--- config.mk ---
export PLATFORM = sky130hd
export DESIGN_NAME = tx_thr_buffer
export DESIGN_NICKNAME = d
export VERILOG_FILES = /design/src/rtl/thrbuf_pkg.sv /design/src/rtl/thrbuf_store.sv /design/src/rtl/thrbuf_level.sv /design/src/rtl/thrbuf_drain.sv /design/src/rtl/tx_thr_buffer.sv
export SDC_FILE = /design/constraint.sdc
export NUM_CORES = 1
export LEC_CHECK = 0
export ABC_AREA = 0
export BUFFER_PORTS_ARGS = -buffer_cell sky130_fd_sc_hd__clkbuf_2
export CAP_MARGIN = 20
export CORE_MARGIN = 2
export CORE_UTILIZATION = 61
export DETAILED_ROUTE_END_ITERATION = 10
export PLACE_DENSITY = 0.91
export SLEW_MARGIN = 20
export SYNTH_ARGS = -nofsm -noshare
export SYNTH_HDL_FRONTEND = slang
export SYNTH_HIERARCHICAL = 1
export SYNTH_SLANG_ARGS = --single-unit
--- constraint.sdc ---
create_clock -name clk -period 3.09 [get_ports clk]
set_input_delay 0.1545 -clock clk [delete_from_list [all_inputs] [get_ports clk]]
set_output_delay 0.1545 -clock clk [all_outputs]
set_load 0.05 [all_outputs]
--- src/rtl/thrbuf_pkg.sv ---
package thrbuf_pkg;

    // Status word carried to the output port: {draining, underflow, overflow}
    typedef struct packed {
        logic drain;
        logic udf;
        logic ovf;
    } thrbuf_status_t;

    typedef enum logic {
        DS_FILL  = 1'b0,
        DS_DRAIN = 1'b1
    } drain_state_t;

    // Threshold limit keeps one word of headroom for the ready latency
    function automatic int unsigned clamp_thr(int unsigned thr, int unsigned limit);
        return (thr > limit) ? limit : thr;
    endfunction

endpackage

--- src/rtl/thrbuf_store.sv ---
module thrbuf_store #(
    parameter int DATA_W = 32,
    parameter int DEPTH  = 16,
    localparam int PTR_W = $clog2(DEPTH)
) (
    input  logic              clk,
    input  logic              rst,
    input  logic              push,
    input  logic [DATA_W-1:0] wr_data,
    input  logic              pop,
    output logic              rd_valid,
    output logic [DATA_W-1:0] rd_data
);
    localparam bit POW2 = ((DEPTH & (DEPTH - 1)) == 0);

    logic [DATA_W-1:0] mem [DEPTH];
    logic [PTR_W-1:0]  wr_ptr, rd_ptr, wr_nxt, rd_nxt;

    generate
        if (POW2) begin : g_wrap_nat
            assign wr_nxt = wr_ptr + 1'b1;
            assign rd_nxt = rd_ptr + 1'b1;
        end else begin : g_wrap_cmp
            assign wr_nxt = (wr_ptr == PTR_W'(DEPTH - 1)) ? '0 : wr_ptr + 1'b1;
            assign rd_nxt = (rd_ptr == PTR_W'(DEPTH - 1)) ? '0 : rd_ptr + 1'b1;
        end
    endgenerate

    always_ff @(posedge clk) begin
        if (push) begin
            mem[wr_ptr] <= wr_data;
        end
    end

    always_ff @(posedge clk) begin
        if (rst) begin
            wr_ptr   <= '0;
            rd_ptr   <= '0;
            rd_valid <= 1'b0;
            rd_data  <= '0;
        end else begin
            rd_valid <= pop;
            if (push) begin
                wr_ptr <= wr_nxt;
            end
            if (pop) begin
                rd_ptr  <= rd_nxt;
                rd_data <= mem[rd_ptr];
            end
        end
    end
endmodule

--- src/rtl/thrbuf_level.sv ---
module thrbuf_level #(
    parameter int DEPTH  = 16,
    parameter int THR_W  = 5,
    localparam int CNT_W = $clog2(DEPTH + 1)
) (
    input  logic             clk,
    input  logic             rst,
    input  logic             push,
    input  logic             pop,
    input  logic [THR_W-1:0] thr_cfg,
    output logic [CNT_W-1:0] fill,
    output logic [CNT_W-1:0] thr_eff,
    output logic             full,
    output logic             wr_ready
);
    localparam int unsigned THR_MAX = DEPTH - 2;

    logic [CNT_W-1:0] fill_q;

    assign thr_eff  = CNT_W'(thrbuf_pkg::clamp_thr(32'(thr_cfg), THR_MAX));
    assign full     = (fill_q == CNT_W'(DEPTH));
    assign wr_ready = !rst && (fill_q <= thr_eff);
    assign fill     = fill_q;

    always_ff @(posedge clk) begin
        if (rst) begin
            fill_q <= '0;
        end else begin
            unique case ({push, pop})
                2'b10:   fill_q <= fill_q + 1'b1;
                2'b01:   fill_q <= fill_q - 1'b1;
                default: fill_q <= fill_q;
            endcase
        end
    end
endmodule

--- src/rtl/thrbuf_drain.sv ---
module thrbuf_drain #(
    parameter int CNT_W = 5
) (
    input  logic                       clk,
    input  logic                       rst,
    input  logic                       clr_sticky,
    input  logic                       rd_req,
    input  logic                       ovf_evt,
    input  logic [CNT_W-1:0]           fill,
    input  logic [CNT_W-1:0]           thr_eff,
    output logic                       pop,
    output thrbuf_pkg::thrbuf_status_t status
);
    import thrbuf_pkg::*;

    drain_state_t   state_q, state_d;
    thrbuf_status_t stat_q;
    logic           nonempty, udf_evt;

    assign nonempty = (fill != '0);
    assign pop      = (state_q == DS_DRAIN) && rd_req && nonempty;
    assign udf_evt  = (state_q == DS_DRAIN) && rd_req && !nonempty;

    always_comb begin
        state_d = state_q;
        unique case (state_q)
            DS_FILL:  if (nonempty && (fill >= thr_eff)) state_d = DS_DRAIN;
            DS_DRAIN: if (!nonempty)                     state_d = DS_FILL;
            default:  state_d = DS_FILL;
        endcase
    end

    always_ff @(posedge clk) begin
        if (rst) begin
            state_q <= DS_FILL;
            stat_q  <= '0;
        end else begin
            state_q     <= state_d;
            stat_q.drain <= (state_d == DS_DRAIN);
            stat_q.ovf  <= (stat_q.ovf & ~clr_sticky) | ovf_evt;
            stat_q.udf  <= (stat_q.udf & ~clr_sticky) | udf_evt;
        end
    end

    assign status = stat_q;
endmodule

--- src/rtl/tx_thr_buffer.sv ---
module tx_thr_buffer #(
    parameter int DATA_W = 32,
    parameter int DEPTH  = 16,
    parameter int THR_W  = 5,
    localparam int CNT_W = $clog2(DEPTH + 1)
) (
    input  logic              clk,
    input  logic              rst,
    input  logic [THR_W-1:0]  thr_cfg,
    input  logic              clr_sticky,
    output logic              wr_ready,
    input  logic              wr_valid,
    input  logic [DATA_W-1:0] wr_data,
    input  logic              rd_req,
    output logic              rd_valid,
    output logic [DATA_W-1:0] rd_data,
    output logic [2:0]        status
);
    import thrbuf_pkg::*;

    logic           push, pop, full, ovf_evt;
    logic [CNT_W-1:0] fill, thr_eff;
    thrbuf_status_t stat;

    assign push    = wr_valid && !full;
    assign ovf_evt = wr_valid && full;

    thrbuf_level #(.DEPTH(DEPTH), .THR_W(THR_W)) u_level (
        .clk      (clk),
        .rst      (rst),
        .push     (push),
        .pop      (pop),
        .thr_cfg  (thr_cfg),
        .fill     (fill),
        .thr_eff  (thr_eff),
        .full     (full),
        .wr_ready (wr_ready)
    );

    thrbuf_store #(.DATA_W(DATA_W), .DEPTH(DEPTH)) u_store (
        .clk      (clk),
        .rst      (rst),
        .push     (push),
        .wr_data  (wr_data),
        .pop      (pop),
        .rd_valid (rd_valid),
        .rd_data  (rd_data)
    );

    thrbuf_drain #(.CNT_W(CNT_W)) u_drain (
        .clk        (clk),
        .rst        (rst),
        .clr_sticky (clr_sticky),
        .rd_req     (rd_req),
        .ovf_evt    (ovf_evt),
        .fill       (fill),
        .thr_eff    (thr_eff),
        .pop        (pop),
        .status     (stat)
    );

    assign status = stat;
endmodule

==> results of run 1 <==
==> worst max path at each step <==
stage                                        end  slack, ns
floorplan            u_store/mem[0][0]$_DFFE_PP_       0.48
global placement    u_level/fill[4]$_SDFFE_PP0P_       0.19
detailed placement  u_level/fill[4]$_SDFFE_PP0P_      -0.04
CTS                 u_level/fill[4]$_SDFFE_PP0P_       0.16
global route        u_level/fill[4]$_SDFFE_PP0P_     -0.005
finish              u_level/fill[4]$_SDFFE_PP0P_       0.08
==> state kept, by name, indices dropped and copies added (netlist names) <==
| name | flops |
|---|---|
| u_store/rd_data | 32 |
| u_store/rd_ptr | 4 |
| u_store/rd_valid | 1 |
| u_store/mem | 512 |
| u_store/wr_ptr | 4 |
| u_drain/status | 3 |
| u_level/fill | 5 |
==> layout make-up <==
type / count / share of cell area (%)
sequential: 561 / 65.3
multi-input combinational: 703 / 21.0
clock buffer: 70 / 5.46
timing repair buffer: 144 / 4.88
tap: 461 / 2.30
clock inverter: 26 / 0.794
inverter: 18 / 0.270
antenna: 1 / 0.00998
==> cells by family after synthesis <==
family                   count (synthesis)  share of synthesized area (%)
buffers and inverters                   91                           2.25
other                                    2                         0.0340
AND/OR/NAND/NOR                        270                           5.71
multiplexers                           260                           11.8
XOR/XNOR                                 7                          0.278
flip-flops                             561                           74.1
AO/OA/AOI/OAI                          144                           4.62
adder cells (fa/ha/maj)                 20                           1.17
==> stage by stage <==
step           worst slack [ns]  instance area, sq um  util, %  setup TNS, ns
2_1_floorplan             0.481                 22100        -              0
3_3_place_gp              0.194                 23200     65.2              0
3_5_place_dp            -0.0401                 23200     65.2        -0.0401
4_1_cts                   0.159                 25100     70.4              0
5_1_grt                -0.00485                 25100     70.5       -0.00485
6_report                 0.0770                 25100     70.5              0
==> report_power, final <==
group	internal (mW)	total [mW]	switching [mW]
registers	8.37	8.40	0.0305
logic	0.117	0.376	0.259
clock network	3.29	5.97	2.69
total	11.8	14.7	2.98
==> placed cells by master, fill, tap and decap left out, types with 19 or more instances in the layout <==
cell | synthesis | routed
dfxtp_1 | 49 | 48
a21oi_1 | 41 | 41
mux2i_1 | 259 | 259
edfxtp_1 | 512 | 512
ha_1 | 19 | 19
nor2_1 | 25 | 22
a22oi_1 | 64 | 64
clkbuf_2 | 0 | 78
clkbuf_16 | 0 | 52
nand2_1 | 103 | 103
dlygate4sd3_1 | 0 | 30
nand3_1 | 98 | 98
buf_12 | 0 | 21
a21oi_2 | 30 | 30
==> critical path, cell delays in order, from the launching register on <==
cell     delay [ns]
dfxtp_1        0.38
nor3_1         0.31
and3_1         0.22
and2b_2        0.29
inv_1          0.08
ha_1           0.27
inv_1          0.12
fa_1           0.41
nor2b_2        0.19
o22ai_2        0.11
mux2i_1        0.18
mux2_1         0.34
==> what timing repair did <==
item                                   4_1_cts  5_1_grt
endpoints found under the hold margin      371        0
setup endpoints to repair                    1        1
gates resized for setup                      1        1
hold buffers                                30        0
==> routing by layer <==
layer / vias to the layer above / routed length, um / part of all wire (%) / track usage (%)
li1: 5439 / - / - / -
met1: 6244 / 18300 / 36 / 34.4
met2: 793 / 25400 / 50 / 44.9
met3: 175 / 4700 / 9.3 / 4.89
met4: 0 / 2200 / 4.4 / 12.7
met5: - / 0 / 0 / 0
==> flow_summary.ini, run 1 <==
[timing]
finalCriticalPeriod_ns = 3.01
fin_crit_sh_pct = 97.5
tightest_slew_ns = 0.734
drv_slew = 0
finClkSkew_ns = 0.0234
hold_violations = 6
slew_headroom_pct = 50.9
final-setup-viol-count = 0
whs_ns = -0.00238
fmaxAchievable_mhz = 332

[die]
die_y_um = 194
die_w_um = 194
initial_core_util_pct = 62.0
core_sq_um = 35600
num_rows = 69
die_area_sq_um = 37700
pin_count = 79

[logic_synthesis]
yosysSeqAreaShare_pct = 74.1
synth_top_area_share_pct = 69.7
ys_ff_latch = 561
syn_nets = 1417
yosysMostFrequentCell = edfxtp_1
synth_edf_count = 512
synth_cell_types = 47
synth_area_leaders = edfxtp_1 70%, mux2i_1 12%, dfxtp_1 4.4%
synth_common_cells = 512 x edfxtp_1, 259 x mux2i_1, 103 x nand2_1, 98 x nand3_1, 64 x a22oi_1
syn_area_sq_um = 22100
syn_avg_cell_area_sq_um = 16.3
postSynthCellCount = 1355
async_flop_share_pct = 0
yosysTopAreaCell = edfxtp_1
ys.flop_type = edfxtp_1
ys_warn_count = 6

[cells_and_area]
nNetsFinal = 1541
final_layout_size_suffix_gt1_share_pct = 16.2
regArea_sq_um = 16400
fin_cells = 1984
multiInputGateArea_sq_um = 5270
n_fill_cell = 2052
syn_to_final_growth_pct = 13.6

[grt]
grt_util_all_layers_pct = 26.9
grt_pass1_wl_um = 76700
overflow = 0
grt_pass1_vias = 13200
antenna_found_initial = 1
grt_max_degree = 83

[power]
ir_worst_vdd_mv = 0.613
powerDensity_nw_per_um2 = 588
leakagePower_nw = 8.16
power.total_mw = 14.7

[critical_path]
reg2reg_setup_slack_ns = 0.08
crit_path_start_kind = register
cp.required_ns = 3.53
cp_max_fo = 9
cp_data_arrival_time_ns = 3.46
r2r_start = u_level/fill[2]$_SDFFE_PP0P_
reg2reg_to = u_level/fill[4]$_SDFFE_PP0P_
startpoint = u_level/fill[2]$_SDFFE_PP0P_
criticalPathCategory = register to register
worstSetupEndpointType = register
rr_worst_depth = 11

[placement]
portBuffers = 78
gp_congestion = 0.801
placed_cells = 1857
place_hpwl_um = 26200

[routing]
drt_first_pass_iters = 7
drcViolationCount = 0
vias_per_cell = 6.38
drt_iter0_drc = 1252
wl_per_cell_um = 25.5
ant_nets = 0
drt_wl_total_um = 50600
vias = 12700

[clocking]
clock_latency_ns = 0.58
post_cts_buffers = 0
cts_root_buffer = clkbuf_16
numCtsBuffers = 51
clk_pin_slew_worst_paths_ns = 0.07
htreeDepth = 2
clock_sinks = 561
cts_tree = done
clockBufferDepth = 3

[hold_path]
hold_path_end = u_store/mem[7][28]$_DFFE_PP_
hold_class = input port to register
hp-start = wr_data[28]
worst_hold_path.num_cells = 1

[run]
max_cap_violations = 0

[status]
violations = hold timing
status = finished with violations
Note: power is estimated with default switching activity, not from simulation.
==> run 2, diff against run 1 <==
- clock period: 3.09 -> 2.8 ns (I/O delays scaled with it)
==> run 2 against run 1 <==
Critical path depth down 2. Largest power group unchanged. Register-to-register slack better by 0.06 ns. Largest cell class unchanged. Sequential share of layout area down 0.78 points. Utilization up 0.85 points. Power up 13%. Hold slack better by 0.018 ns. The flow now finishes without violations. Final cell count up 1.2%.
==> flow_summary.ini, run 2 (same netlist as run 1, synthesis figures left out) <==
[status]
status = completed

[cells_and_area]
fin_area_sq_um = 25400
multiInputGateArea_sq_um = 5270
nNetsFinal = 1566
fin_cells = 2007
top_register = u_store/mem
final_layout_size_suffix_gt1_share_pct = 17.8
syn_to_final_growth_pct = 15.0
n_fill_cell = 2066
largest_reg_flops = 512
final_common_cell = edfxtp_1
final_cell_mix = 512 x edfxtp_1, 259 x mux2i_1, 103 x nand2_1, 98 x nand3_1, 78 x clkbuf_2
regArea_sq_um = 16400

[die]
core_sq_um = 35600
num_rows = 69
pin_count = 79
die_area_sq_um = 37700
die_y_um = 194
initial_core_util_pct = 62.0
die_w_um = 194

[placement]
dpl_cell_area_sq_um = 23300
portBuffers = 78
place_hpwl_um = 26900
gp_congestion = 0.800
placed_cells = 1878

[timing]
finClkSkew_ns = 0.0170
hold_violations = 0
final-setup-viol-count = 0
fmaxAchievable_mhz = 376
slew_headroom_pct = 56.8
drv_slew = 0
tightest_slew_ns = 0.648
fin_crit_sh_pct = 95.1
fin_tns_setup_ns = 0
finalCriticalPeriod_ns = 2.66

[critical_path]
reg2reg_to = u_level/fill[4]$_SDFFE_PP0P_
cp_cell_sequence = or4_1 > nor2_4 > nor2_1 > ha_2 > ha_1 > nor2b_2 > o22ai_2 > mux2i_1 > mux2_1
crit_slowest_cell = or4_1
crit_family = simple AND/OR/NAND/NOR gates
cp.required_ns = 3.26
crit_path_start_kind = register
criticalPathCategory = register to register
max_stage_delay_ns = 0.59
cp_data_arrival_time_ns = 3.12
rr_worst_depth = 9
r2r_start = u_level/fill[0]$_SDFFE_PP0P_
reg2reg_setup_slack_ns = 0.14
worstSetupEndpointType = register
crit_buf_inv = 0
cp_max_fo = 6

[routing]
drt_first_pass_iters = 5
wl_per_cell_um = 24.8
drt_wl_total_um = 49800
ant_nets = 0
vias_per_cell = 6.27
vias = 12600
drcViolationCount = 0
drt_iter0_drc = 1311

[run]
max_cap_violations = 0

[grt]
grt_pass1_vias = 12800
grt_util_all_layers_pct = 26.2
antenna_found_initial = 1
grt_max_degree = 77
grt_pass1_wl_um = 74500
overflow = 0

[clocking]
post_cts_buffers = 0
clock_latency_ns = 0.59
clock_sinks = 561
cts_tree = done
cts_root_buffer = clkbuf_16
numCtsBuffers = 52
clk_pin_slew_worst_paths_ns = 0.06
clockBufferDepth = 3
htreeDepth = 2

[power]
clkPwrFrac_pct = 41.6
power.total_mw = 16.6
internal_power_mw = 13.4
ir_worst_vdd_mv = 0.601
switching_share_pct = 19.7
seq_power_share_pct = 55.7
power.switching_mw = 3.27
powerDensity_nw_per_um2 = 656
leakagePower_nw = 8.34
p_comb_share_pct = 2.7

[hold_path]
hold_path_end = u_store/mem[14][0]$_DFFE_PP_
worst_hold_path.num_cells = 1
hold_class = input port to register
hp-start = wr_data[0]
## run 2: changes by cell type in the layout (fill, tap and decap cells not counted), moves of 2 or more
cell           previous run  this run
buf_4                    15        36
clkbuf_1                 18        12
clkbuf_8                  0         5
clkinv_1                  7         4
dlygate4sd3_1            30        33
bufinv_16                 2         4
clkinv_4                  0         2
inv_6                     3         1
nor2_2                    2         0
## run 2: power groups by stage
stage	Clock [mW]	Combinational (mW)	Sequential, mW
3_5_place_dp	0	0.392	9.44
2_1_floorplan	0	0.156	9.44
3_3_place_gp	0	0.371	9.43
5_1_grt	7.32	0.482	9.27
4_1_cts	7.00	0.435	9.26
6_report	6.93	0.443	9.26
## run 2: worst max-delay path by stage
stage,from,to,slack [ns],cells past startpoint
2_1_floorplan,u_level/fill[1]$_SDFFE_PP0P_,u_store/mem[0][0]$_DFFE_PP_,0.19,6
3_3_place_gp,u_level/fill[0]$_SDFFE_PP0P_,u_level/fill[4]$_SDFFE_PP0P_,0.17,9
3_5_place_dp,u_level/fill[0]$_SDFFE_PP0P_,u_level/fill[4]$_SDFFE_PP0P_,0.13,9
4_1_cts,u_level/fill[0]$_SDFFE_PP0P_,u_level/fill[4]$_SDFFE_PP0P_,0.11,9
5_1_grt,u_level/fill[0]$_SDFFE_PP0P_,u_level/fill[4]$_SDFFE_PP0P_,-0.02,9
6_report,u_level/fill[0]$_SDFFE_PP0P_,u_level/fill[4]$_SDFFE_PP0P_,0.14,9
## run 2: timing repair
| item | CTS | global route |
|---|---|---|
| hold buffers | 33 | 0 |
| gates resized for setup | 0 | 3 |
| endpoints found under the hold margin | 463 | 0 |
| endpoints found under the setup margin | 0 | 1 |
## run 2: metrics by stage
stage / hold slack, ns / setup WS, ns / utilization, %
2_1_floorplan: 0.212 / 0.191 / -
3_3_place_gp: 0.430 / 0.174 / 65.6
3_5_place_dp: 0.445 / 0.132 / 65.6
4_1_cts: 0.00231 / 0.110 / 71.3
5_1_grt: 0.0303 / -0.0236 / 71.3
6_report: 0.0155 / 0.138 / 71.3
## run 2: final cells by class
class,count,share of cell area [%]
multi-input combinational,703,20.8
tap,461,2.27
antenna,1,0.00987
sequential,561,64.5
clock inverter,25,0.932
inverter,18,0.266
clock buffer,70,5.68
timing repair buffer,168,5.56
## run 2: routing by layer
metal | vias up | share of wire (%) | global-route usage (%)
li1 | 5481 | - | -
met5 | - | 0 | 0
met1 | 6282 | 37 | 32.9
met4 | 0 | 4.2 | 12.1
met2 | 654 | 51 | 44.8
met3 | 174 | 8.3 | 4.64
